**config.mk**
```make
export PLATFORM = sky130hd
export DESIGN_NAME = mixcol_iter
export DESIGN_NICKNAME = d
export VERILOG_FILES = /design/src/rtl/mixcol_pkg.sv /design/src/rtl/mixcol_byte_unit.sv /design/src/rtl/mixcol_ctrl.sv /design/src/rtl/mixcol_iter.sv
export SDC_FILE = /design/constraint.sdc
export NUM_CORES = 1
export LEC_CHECK = 0
export ABC_AREA = 1
export CAP_MARGIN = 20
export CORE_ASPECT_RATIO = 1.75
export CORE_MARGIN = 5
export CORE_UTILIZATION = 52
export DETAILED_ROUTE_END_ITERATION = 8
export MAX_ROUTING_LAYER = met4
export PLACE_DENSITY = 0.8
export SYNTH_ARGS = -nofsm -noshare
export SYNTH_HDL_FRONTEND = slang
export SYNTH_HIERARCHICAL = 1
export SYNTH_SLANG_ARGS = --single-unit
```
**constraint.sdc**
```tcl
create_clock -name clk -period 2.77 [get_ports clk]
set_input_delay 0.554 -clock clk [delete_from_list [all_inputs] [get_ports clk]]
set_output_delay 0.554 -clock clk [all_outputs]
set_load 0.01 [all_outputs]
```
**src/rtl/mixcol_pkg.sv**
```systemverilog
package mixcol_pkg;
  localparam int BYTE_W    = 8;
  localparam int LANES     = 4;
  localparam int COL_W     = BYTE_W * LANES;
  localparam int LANE_W    = $clog2(LANES);
  localparam int FWD_STEPS = 1;
  localparam int INV_STEPS = 3;
  localparam int STEP_W    = $clog2(INV_STEPS);
  localparam int LAT_FWD   = LANES * FWD_STEPS;
  localparam int LAT_INV   = LANES * INV_STEPS;

  typedef logic [BYTE_W-1:0] byte_t;
  typedef logic [LANE_W-1:0] lane_t;
  typedef logic [STEP_W-1:0] step_t;
  typedef enum logic {MODE_FWD = 1'b0, MODE_INV = 1'b1} mode_e;

  // multiply by x in GF(2^8): shift left, fold the carry back with the reduction constant
  function automatic byte_t gf_double(byte_t a, byte_t poly);
    return {a[BYTE_W-2:0], 1'b0} ^ (a[BYTE_W-1] ? poly : '0);
  endfunction
endpackage

```
**src/rtl/mixcol_byte_unit.sv**
```systemverilog
module mixcol_byte_unit
  import mixcol_pkg::*;
#(
  parameter byte_t POLY = 8'h1B
) (
  input  logic [COL_W-1:0] col_i,
  input  lane_t            lane_i,
  input  step_t            step_i,
  input  mode_e            mode_i,
  input  byte_t            acc_i,
  output byte_t            byte_o
);
  byte_t lane_a [LANES];
  byte_t rot    [LANES];
  byte_t dbl_in;
  byte_t addend;
  byte_t tail;

  // lane j of the column sits at the MSB end shifted down by j bytes
  for (genvar j = 0; j < LANES; j++) begin : g_split
    assign lane_a[j] = col_i[COL_W-1-j*BYTE_W -: BYTE_W];
  end

  // selector: rot[k] is lane (lane_i + k) mod LANES
  for (genvar k = 0; k < LANES; k++) begin : g_rot
    assign rot[k] = lane_a[lane_t'(lane_i + lane_t'(k))];
  end

  assign tail = rot[1] ^ rot[2] ^ rot[3];

  always_comb begin
    if (mode_i == MODE_FWD) begin
      dbl_in = rot[0] ^ rot[1];
      addend = tail;
    end else begin
      // Horner form: x(x(x(S) + a0+a2) + a0+a1) + a1+a2+a3
      case (step_i)
        step_t'(0): begin
          dbl_in = rot[0] ^ rot[1] ^ rot[2] ^ rot[3];
          addend = rot[0] ^ rot[2];
        end
        step_t'(1): begin
          dbl_in = acc_i;
          addend = rot[0] ^ rot[1];
        end
        default: begin
          dbl_in = acc_i;
          addend = tail;
        end
      endcase
    end
  end

  assign byte_o = gf_double(dbl_in, POLY) ^ addend;
endmodule

```
**src/rtl/mixcol_ctrl.sv**
```systemverilog
module mixcol_ctrl
  import mixcol_pkg::*;
(
  input  logic  clk,
  input  logic  rst_n,
  input  logic  accept_i,
  input  mode_e mode_i,
  output logic  busy_o,
  output lane_t lane_o,
  output step_t step_o,
  output mode_e mode_o,
  output logic  byte_last_o,
  output logic  col_last_o,
  output logic  done_o
);
  logic  busy_q;
  lane_t lane_q;
  step_t step_q;
  mode_e mode_q;
  logic  done_q;
  step_t last_step;

  always_comb begin
    last_step = (mode_q == MODE_INV) ? step_t'(INV_STEPS-1) : step_t'(FWD_STEPS-1);
  end

  assign byte_last_o = busy_q && (step_q == last_step);
  assign col_last_o  = byte_last_o && (lane_q == lane_t'(LANES-1));

  always_ff @(posedge clk or negedge rst_n) begin
    if (!rst_n) begin
      busy_q <= 1'b0;
      lane_q <= '0;
      step_q <= '0;
      mode_q <= MODE_FWD;
      done_q <= 1'b0;
    end else begin
      done_q <= col_last_o;
      if (accept_i) begin
        busy_q <= 1'b1;
        lane_q <= '0;
        step_q <= '0;
        mode_q <= mode_i;
      end else if (busy_q) begin
        if (byte_last_o) begin
          step_q <= '0;
          if (col_last_o) busy_q <= 1'b0;
          else            lane_q <= lane_q + lane_t'(1);
        end else begin
          step_q <= step_q + step_t'(1);
        end
      end
    end
  end

  assign busy_o = busy_q;
  assign lane_o = lane_q;
  assign step_o = step_q;
  assign mode_o = mode_q;
  assign done_o = done_q;
endmodule

```
**src/rtl/mixcol_iter.sv**
```systemverilog
module mixcol_iter
  import mixcol_pkg::*;
#(
  parameter byte_t POLY = 8'h1B
) (
  input  logic             clk,
  input  logic             rst_n,
  input  logic             in_valid,
  output logic             in_ready,
  input  logic [COL_W-1:0] in_col,
  input  logic             in_inv,
  output logic             out_valid,
  output logic [COL_W-1:0] out_col
);
  logic             accept;
  logic             busy;
  lane_t            lane;
  step_t            step;
  mode_e            mode;
  logic             byte_last;
  logic             col_last;
  logic             done;
  byte_t            unit_byte;
  byte_t            acc_q;
  logic [COL_W-1:0] src_q;
  logic [COL_W-1:0] work_q;
  logic [COL_W-1:0] out_q;

  assign in_ready = !busy;
  assign accept   = in_valid && in_ready;

  mixcol_ctrl u_ctrl (
    .clk         (clk),
    .rst_n       (rst_n),
    .accept_i    (accept),
    .mode_i      (mode_e'(in_inv)),
    .busy_o      (busy),
    .lane_o      (lane),
    .step_o      (step),
    .mode_o      (mode),
    .byte_last_o (byte_last),
    .col_last_o  (col_last),
    .done_o      (done)
  );

  mixcol_byte_unit #(.POLY(POLY)) u_unit (
    .col_i  (src_q),
    .lane_i (lane),
    .step_i (step),
    .mode_i (mode),
    .acc_i  (acc_q),
    .byte_o (unit_byte)
  );

  always_ff @(posedge clk or negedge rst_n) begin
    if (!rst_n) begin
      src_q  <= '0;
      acc_q  <= '0;
      work_q <= '0;
      out_q  <= '0;
    end else begin
      if (accept) src_q <= in_col;
      if (busy) begin
        acc_q <= unit_byte;
        if (byte_last) work_q[COL_W-1-int'(lane)*BYTE_W -: BYTE_W] <= unit_byte;
        // last lane is the low byte; publish the whole column at once
        if (col_last) out_q <= {work_q[COL_W-1:BYTE_W], unit_byte};
      end
    end
  end

  assign out_valid = done;
  assign out_col   = out_q;
endmodule

```
==> results of run 1 <==
-- worst max path at each step --
| stage | end | cells past startpoint |
|---|---|---|
| CTS | out_col[3]$_DFFE_PN0P_ | 16 |
| global placement | out_col[3]$_DFFE_PN0P_ | 16 |
| detailed placement | out_col[3]$_DFFE_PN0P_ | 16 |
| floorplan | out_col[0]$_DFFE_PN0P_ | 12 |
| global route | out_col[3]$_DFFE_PN0P_ | 18 |
| finish | out_col[3]$_DFFE_PN0P_ | 18 |
-- metrics by stage --
step | util [%] | hold WS (ns) | area [µm²] | setup slack, ns
after detailed placement | 58.3 | 0.457 | 7210 | 0.205
after global routing | 60.9 | 0.272 | 7530 | 0.0171
after CTS | 60.6 | 0.231 | 7490 | 0.193
after floorplan | - | 0.258 | 6470 | 0.698
after global placement | 58.3 | 0.452 | 7210 | 0.266
final | 60.9 | 0.214 | 7530 | 0.246
-- cells in the mapped netlist, types with 5 or more instances --
library cell	n
dfrtp_1	103
xor2_1	5
buf_2	18
o21ai_2	12
buf_4	6
nand2_2	8
o21ai_0	53
buf_6	13
clkbuf_1	6
xnor2_1	7
nand3_1	91
o21ai_1	42
nor2_1	12
inv_1	66
a21oi_1	17
nand2_1	474
-- layout by cell type (no fill, tap or decap), types with 2 or more instances in the layout --
cell / instances
nand2_1: 474
dfrtp_1: 102
nand3_1: 91
clkdlybuf4s50_1: 68
inv_1: 66
o21ai_0: 52
o21ai_1: 43
buf_4: 18
a21oi_1: 17
nor2_1: 12
o21ai_2: 12
clkbuf_16: 9
nand2_2: 7
xnor2_1: 7
nand2_4: 5
xor2_1: 5
inv_2: 4
nor2_2: 4
nand4_1: 4
inv_6: 3
clkbuf_1: 3
buf_12: 2
-- sequential cells by signal (all words and copies together) (netlist names) --
| signal | count |
|---|---|
| out_col | 32 |
| u_ctrl/lane_o | 2 |
| acc_q | 8 |
| src_q | 32 |
| u_ctrl/busy_o | 1 |
| u_ctrl/mode_o | 1 |
| u_ctrl/done_o | 1 |
| work_q | 24 |
| u_ctrl/step_o | 2 |
-- cells by family (layout without fill, tap and decap cells) --
logic type	Yosys count	after routing	share of synthesized area [%]
AOI/OAI and AO/OA	128	128	10.8
adders and majority gates	1	1	0.193
xor gates and xnor gates	12	12	1.62
buffers and inverters	116	177	9.09
and+or+nand+nor	604	604	38.4
DFF	103	103	39.8
-- per-layer routing --
| metal | track usage, % | part of all wire [%] |
|---|---|---|
| met5 | - | 0 |
| met4 | 8.33 | 2.5 |
| met3 | 2.52 | 4.1 |
| met2 | 38.9 | 52 |
| met1 | 23.4 | 41 |
-- final cells by class --
class                           count  share of cell area [%]
Inverter                           73                    3.77
Clock buffer                       12                    3.14
Timing Repair Buffer               88                    11.4
Multi-Input combinational cell    745                    44.0
Sequential cell                   103                    34.2
Clock inverter                      4                   0.698
Tap cell                          168                    2.79
-- repair_timing --
action,CTS,global route
endpoints found under the setup margin,0,9
setup buffers,0,4
gates resized for setup,0,2
==> results.txt, run 1 <==
Status -> complete, no violations
Routed wire per std cell -> 12.2 µm
Root buffer cell -> clkbuf_16
DRT antenna net count -> 0
CTS Buffer Depth -> 2
Starting density of the core -> 52.3%
Reg clk slew, reported paths -> 0.07 ns
RR Endpoint -> out_col[3]$_DFFE_PN0P_
Antenna violations before repair -> 0
Slew headroom -> 53.8%
Setup TNS -> 0 ns
Crit path DAT -> 2.78 ns
Area occupied by registers -> 2580 µm²
Ys async rst share -> 100%
Share of the synthesized area in the top cell type -> 39.8%
Reg-to-reg slack, setup -> 0.25 ns
DR pass1 iterations -> 5
Worst r2r src -> u_ctrl/lane_o[0]$_DFFE_PN0P_
WS Path Type -> reg2reg
Routability cong. -> 0.914
RSZ-0062 raised after global routing -> no
Crit path required time -> 3.02 ns
I/O pins -> 70
Hpwl dp -> 11000 µm
F_max -> 396 MHz
Final Max Tran Viols -> 0
Largest net degree at the start of global routing -> 71
Distinct cell type count after synthesis -> 35
Die Area -> 14900 µm²
HP Class -> in2async
Hold buffers post-CTS -> 0
Vias per inst -> 5.06
GRT Residual Overflow -> 0
MaxCap Viol Count -> 0
Clock skew -> 0.00594 ns
Share of layout cells above drive strength 1 -> 7.12%
Slowest CP cell -> dfrtp_2
Port Buf Inserts -> 69
Core Area -> 12400 µm²
Area of the multi-input gates -> 3310 µm²
Die height -> 158 µm
Path depth of the worst reg2reg path -> 18
Final setup violation count -> 0
Slew @ Worst Pin -> 0.691 ns
CTS Buf Count -> 9
EDFF count, synth -> 0
Most used cell, CP -> nand2_1
Worst setup SP type -> flop
Dpl cells -> 1173
CTS Sinks -> 103
CP Buf/Inv Count -> 3
Clock period minus worst slack -> 2.52 ns
Syn. warnings -> 6
Net count after synthesis -> 1001
P&R area growth vs syn -> 16.3%
DRT iter0 DRCs -> 230
Rows -> 54
DRC violations left -> 0
Final period util -> 91.1%
Netlist Area Pre-Place -> 6470 µm²
Final hold violation count -> 0
CTS tree -> done
Crit path capture type -> flop
Nets -> 1057
Total track usage -> 21.3%
Crit path max fanout -> 18
Finished Layout Cells -> 1193
Filler Cell Count -> 1183
H-tree Lvls -> 3
Yosys reg bits -> 103
Number of global-route vias before repair -> 5526
Top Family by Delay on Critical Path -> simple AND/OR/NAND/NOR gates
Dominant cells by area after synthesis -> dfrtp_1 (40%), nand2_1 (27%), nand3_1 (7.0%)
Seq/Total Area, Yosys -> 39.8%
Main synth FF type -> dfrtp_1
Critical Path, Cell by Cell -> inv_2 -> buf_4 -> nand2_1 -> nand2_1 -> nand2_1 -> o21ai_1 -> nand2_1 -> nand2_1 -> nand2_1 -> nand3_1 -> nand2_1 -> nand2_2 -> nand2_1 -> nand2_1 -> nand2_1 -> nand2_1 -> inv_1 -> o21ai_0
Critical Path Start -> u_ctrl/lane_o[0]$_DFFE_PN0P_
Mapped Cells -> 964
Biggest area consumer among synthesized cells -> dfrtp_1
CP peak stage delay -> 0.48 ns
DR vias -> 6034
Syn avg cell area -> 6.71 µm²
Overall routed net length -> 14500 µm
First-pass GRT wire length -> 24900 µm
ANT cells -> 0
Clk_lat worst skew -> 0.34 ns
Die width -> 94.3 µm
Power of run 1 is left out: the tool's default activity adds up to more than one toggle a clock period on the data nets, which glitch-free logic cannot reach.
==> run 2, diff against run 1 <==
--- a/config.mk
+++ b/config.mk
@@ -9,10 +9,10 @@
 export CAP_MARGIN = 20
 export CORE_ASPECT_RATIO = 1.75
 export CORE_MARGIN = 5
-export CORE_UTILIZATION = 52
+export CORE_UTILIZATION = 57
 export DETAILED_ROUTE_END_ITERATION = 8
 export MAX_ROUTING_LAYER = met4
-export PLACE_DENSITY = 0.8
+export PLACE_DENSITY = 0.86
 export SYNTH_ARGS = -nofsm -noshare
 export SYNTH_HDL_FRONTEND = slang
 export SYNTH_HIERARCHICAL = 1
==> run 2 against run 1 <==
Clock skew rose by 0.0017 ns. Cell area fell by 1.0%. Non-clock buffer count fell by 4. Die area fell by 8.0%. Largest cell class unchanged. Highest routed layer unchanged.
==> results.txt, run 2 (same netlist as run 1, synthesis figures left out) <==
DR pass1 iterations -> 5 (unchanged)
Routability cong. -> 0.925 (+1.2%)
Filler Cell Count -> 993 (-16%)
CTS Buf Count -> 9 (unchanged)
First-pass GRT wire length -> 24300 µm (-2.4%)
Total track usage -> 22.2% (+0.84 points)
Final period util -> 89.6% (-1.6 points)
Largest net degree at the start of global routing -> 74 (+4.2%)
F_max -> 403 MHz (+1.8%)
DRC violations left -> 0 (unchanged)
Slew @ Worst Pin -> 0.705 ns (+0.0142 ns)
Worst setup SP type -> flop
Vias per inst -> 5.24 (+3.5%)
Slew headroom -> 52.8% (-0.95 points)
Core Area -> 11100 µm² (-10%)
Die height -> 151 µm (-4.2%)
Area of the multi-input gates -> 3310 µm² (about the same)
DR vias -> 6037 (+0.050%)
Final hold violation count -> 0 (unchanged)
Clk_lat worst skew -> 0.35 ns (about the same)
Antenna violations before repair -> 0 (unchanged)
MaxCap Viol Count -> 0 (unchanged)
Setup TNS -> 0 ns (unchanged)
Design area -> 7450 µm² (-1.0%)
Area occupied by registers -> 2580 µm² (unchanged)
DRT iter0 DRCs -> 258 (+12%)
DRT antenna net count -> 0 (unchanged)
Hpwl dp -> 11200 µm (+1.8%)
Clock period minus worst slack -> 2.48 ns (-0.0438 ns)
Die width -> 90.6 µm (-4.0%)
Routed wire per std cell -> 12.5 µm (+2.9%)
GRT Residual Overflow -> 0 (unchanged)
WS Path Type -> reg2reg
CTS tree -> done
I/O pins -> 70 (unchanged)
Status -> complete, no violations
Share of layout cells above drive strength 1 -> 7.05% (-0.070 points)
Hold slack -> 0.187 ns (-0.0267 ns)
P&R area growth vs syn -> 15.1%
ANT cells -> 0 (unchanged)
Port Buf Inserts -> 69 (unchanged)
HP Class -> in2async
Final setup violation count -> 0 (unchanged)
Reg-to-reg slack, setup -> 0.29 ns (+0.04 ns)
Crit path DAT -> 2.68 ns (-0.10 ns)
Clock skew -> 0.00767 ns (+0.00172 ns)
CTS Sinks -> 103 (unchanged)
Crit path required time -> 2.97 ns (-0.05 ns)
Commonest non-fill, non-tap cell in the layout -> nand2_1
RSZ-0062 raised after global routing -> no
Most frequent cells in the layout -> nand2_1 (474), dfrtp_1 (102), nand3_1 (91), clkdlybuf4s50_1 (68), inv_1 (66)
Number of global-route vias before repair -> 5397 (-2.3%)
H-tree Lvls -> 3 (unchanged)
CTS Buffer Depth -> 2 (unchanged)
Crit path capture type -> flop
Starting density of the core -> 58.3% (+5.9 points)
Root buffer cell -> clkbuf_16
Rows -> 51 (-5.6%)
Final Max Tran Viols -> 0 (unchanged)
Overall routed net length -> 14400 µm (-0.53%)
Nets -> 1053 (-0.38%)
DP Area -> 7170 µm² (-0.45%)
Crit path max fanout -> 18 (unchanged)
Die Area -> 13700 µm² (-8.0%)
Reg clk slew, reported paths -> 0.07 ns (about the same)
## run 2: cell types whose count changed in the layout (fill, tap and decap cells not counted)
cell	change
bufinv_16	-1
buf_12	+1
clkinv_2	+1
nand2_4	-1
clkbuf_1	-2
clkinvlp_4	+2
buf_4	-5
xnor2_2	+1
xnor2_1	-1
o21ai_1	-1
o21ai_0	+1
nand2_2	+1
## run 2: worst paths after layout
check	depth (start not counted)	to	startpoint
setup / recovery	19	out_col[1]$_DFFE_PN0P_	u_ctrl/lane_o[0]$_DFFE_PN0P_
hold / removal	1	src_q[30]$_DFFE_PN0P_	rst_n
setup reg to reg	19	out_col[1]$_DFFE_PN0P_	u_ctrl/lane_o[0]$_DFFE_PN0P_
hold reg to reg	2	out_col[23]$_DFFE_PN0P_	out_col[23]$_DFFE_PN0P_
max in group asynchronous	2	out_col[11]$_DFFE_PN0P_	rst_n
min in group clk	2	out_col[23]$_DFFE_PN0P_	out_col[23]$_DFFE_PN0P_
## run 2: final cells by class
| cell class | count | area share [%] |
|---|---|---|
| Multi-Input combinational cell | 745 | 44.5 |
| Sequential cell | 103 | 34.6 |
| Timing Repair Buffer | 84 | 11.2 |
| Inverter | 73 | 3.81 |
| Clock buffer | 10 | 3.07 |
| Tap cell | 132 | 2.22 |
| Clock inverter | 6 | 0.571 |
## run 2: metrics by stage
stage                     std cells  setup slack [ns]  utilization (%)
after detailed placement       1137             0.279             64.6
after global routing           1153            0.0121             67.1
after global placement         1137             0.431             64.6
after CTS                      1153             0.229             67.0
final                          1153             0.289             67.1
after floorplan                 964             0.698                -
## run 2: metal layers
metal  vias up  part of all wire [%]  global-route usage, %
met1      2680                    40                   23.6
met4         0                   3.0                   9.69
met3        35                   4.2                   2.63
met2       171                    53                   41.0
li1       3151                     -                      -
met5         -                     0                      -
## run 2: critical path, cell delays in order (launching register included)
cell	delay, ns
dfrtp_2	0.50
inv_2	0.11
buf_4	0.22
nand2_1	0.09
nand2_1	0.11
nand2_1	0.07
nand2_1	0.12
nand2_1	0.07
nand2_1	0.11
inv_1	0.05
nand2_1	0.05
nand3_1	0.06
nand2_1	0.16
nand2_2	0.12
nand2_1	0.10
nand2_1	0.05
nand2_1	0.05
nand2_1	0.10
inv_1	0.11
o21ai_0	0.09
## run 2: timing repair
action | 4_1_cts | 5_1_grt
gates resized for setup | 0 | 1
setup endpoints to repair | 0 | 1
buffers inserted | 0 | 0
endpoints found under the hold margin | 0 | 0
hold buffers | 0 | 0
Power of run 2 is left out for the same reason.
==> run 3, diff against run 2 <==
--- a/config.mk
+++ b/config.mk
@@ -6,7 +6,7 @@
 export NUM_CORES = 1
 export LEC_CHECK = 0
 export ABC_AREA = 1
-export CAP_MARGIN = 20
+export CAP_MARGIN = 10
 export CORE_ASPECT_RATIO = 1.75
 export CORE_MARGIN = 5
 export CORE_UTILIZATION = 57
==> constraint.sdc (replaced) <==
create_clock -name clk -period 2.77 [get_ports clk]
set_input_delay 0.4155 -clock clk [delete_from_list [all_inputs] [get_ports clk]]
set_output_delay 0.4155 -clock clk [all_outputs]
set_load 0.01 [all_outputs]
==> run 3 against run 2 <==
Via count decreased by 0.20%. Fmax up 1.0%. Clock skew fell by 0.0020 ns. Critical path type unchanged. Highest routed layer unchanged.
==> results.txt, run 3 (same netlist as run 1, synthesis figures left out) <==
Nets -> 1057 (+0.38%)
Crit path required time -> 3.05 ns (+0.08 ns)
Vias per inst -> 5.21 (-0.54%)
Hold buffers post-CTS -> 0 (unchanged)
Slew @ Worst Pin -> 0.677 ns (-0.0285 ns)
CP peak stage delay -> 0.48 ns (-0.02 ns)
H-tree Lvls -> 3 (unchanged)
Clock period minus worst slack -> 2.46 ns (-0.0252 ns)
CTS Sinks -> 103 (unchanged)
Reg clk slew, reported paths -> 0.07 ns (about the same)
Number of global-route vias before repair -> 5362 (-0.65%)
ANT cells -> 0 (unchanged)
Clk_lat worst skew -> 0.34 ns (about the same)
Filler Cell Count -> 961 (-3.2%)
Most frequent cells in the layout -> nand2_1 (473), dfrtp_1 (102), nand3_1 (91), clkdlybuf4s50_1 (68), inv_1 (66)
Port Buf Inserts -> 69 (unchanged)
Critical Path, Cell by Cell -> buf_4 -> clkbuf_16 -> o21ai_0 -> inv_1 -> o21ai_0 -> inv_1 -> nand2_1 -> nand2_1 -> o21ai_1 -> nand4_1 -> nand2_1 -> nand3_1 -> nand2_1
Die width -> 90.6 µm (unchanged)
First-pass GRT wire length -> 24400 µm (+0.34%)
Antenna violations before repair -> 0 (unchanged)
Share of layout cells above drive strength 1 -> 7.41% (+0.36 points)
Clock skew -> 0.00570 ns (-0.00197 ns)
Critical Path Start -> u_ctrl/lane_o[0]$_DFFE_PN0P_
F_max -> 407 MHz (+1.0%)
Root buffer cell -> clkbuf_16
Routability cong. -> 0.961 (+4.0%)
Area occupied by registers -> 2580 µm² (unchanged)
Overall routed net length -> 14300 µm (-0.82%)
DR vias -> 6025 (-0.20%)
Hold slack -> 0.107 ns (-0.0796 ns)
DRT antenna net count -> 0 (unchanged)
DRC violations left -> 0 (unchanged)
Largest net degree at the start of global routing -> 74 (unchanged)
Crit path DAT -> 2.73 ns (+0.05 ns)
P&R area growth vs syn -> 16.1%
Total track usage -> 22.3% (+0.17 points)
Worst r2r src -> u_ctrl/lane_o[0]$_DFFE_PN0P_
Area of the multi-input gates -> 3310 µm² (-0.15%)
GRT Residual Overflow -> 0 (unchanged)
Crit path capture type -> flop
Slew headroom -> 54.9% (+2.1 points)
Path depth of the worst reg2reg path -> 13 (-6)
Final setup violation count -> 0 (unchanged)
Die Area -> 13700 µm² (unchanged)
Worst setup SP type -> flop
Core Area -> 11100 µm² (unchanged)
Final Max Tran Viols -> 0 (unchanged)
Most used cell, CP -> nand2_1
I/O pins -> 70 (unchanged)
RSZ-0062 raised after global routing -> no
Slowest CP cell -> dfrtp_2
CTS Buf Count -> 9 (unchanged)
Final hold violation count -> 0 (unchanged)
MaxCap Viol Count -> 0 (unchanged)
DRT iter0 DRCs -> 316 (+22%)
WS Path Type -> reg2reg
DR pass1 iterations -> 5 (unchanged)
Commonest non-fill, non-tap cell in the layout -> nand2_1
HP Class -> in2async
Crit path max fanout -> 36 (+18)
Status -> complete, no violations
Starting density of the core -> 58.3% (unchanged)
Rows -> 51 (unchanged)
Final period util -> 88.6% (-0.91 points)
Hpwl dp -> 10900 µm (-2.1%)
CTS Buffer Depth -> 2 (unchanged)
Setup TNS -> 0 ns (unchanged)
CTS tree -> done
Routed wire per std cell -> 12.4 µm (-1.2%)
Die height -> 151 µm (unchanged)
[run 3: path summary, 6_finish.rpt]
path | to | slack, ns
min reg2reg | out_col[23]$_DFFE_PN0P_ | 0.47
max | work_q[15]$_DFFE_PN0P_ | 0.31
max reg2reg | work_q[15]$_DFFE_PN0P_ | 0.31
min | src_q[14]$_DFFE_PN0P_ | 0.11
max in group asynchronous | src_q[12]$_DFFE_PN0P_ | 2.01
min in group clk | out_col[23]$_DFFE_PN0P_ | 0.47
[run 3: routing by layer]
layer	part of all wire (%)	GRT usage, %	vias up	wire [µm]
li1	-	-	3155	-
met5	0	-	-	0
met2	52	40.5	142	7490
met4	4.0	10.4	0	576
met1	40	23.8	2693	5720
met3	3.8	3.28	35	539
[run 3: timing repair]
action,in CTS,in global routing
setup buffers,0,3
setup endpoints to repair,0,3
resized for setup,0,1
[run 3: stage by stage]
step	area [µm²]	utilization (%)	worst slack [ns]	std cells
final	7520	67.7	0.315	1157
after global routing	7520	67.7	0.0540	1157
after CTS	7470	67.2	0.292	1153
after detailed placement	7160	64.5	0.321	1137
after global placement	7160	64.5	0.403	1137
after floorplan	6470	-	0.698	964
[run 3: cell type report]
| cell class | instances | share of cell area, % |
|---|---|---|
| sequential | 103 | 34.3 |
| inverter | 73 | 3.78 |
| multi-input combinational | 745 | 44.0 |
| clock inverter | 5 | 0.832 |
| timing repair buffer | 88 | 11.6 |
| tap | 132 | 2.20 |
| clock buffer | 11 | 3.23 |
[run 3: worst max-delay path, delay by kind of cell (launching register included)]
family / cells / cell delay [ns]
AND/OR/NAND/NOR: 6 / 0.65
AO/OA/AOI/OAI: 3 / 0.68
flip-flops: 1 / 0.48
buffers and inverters: 4 / 0.57
Power of run 3 is left out for the same reason.
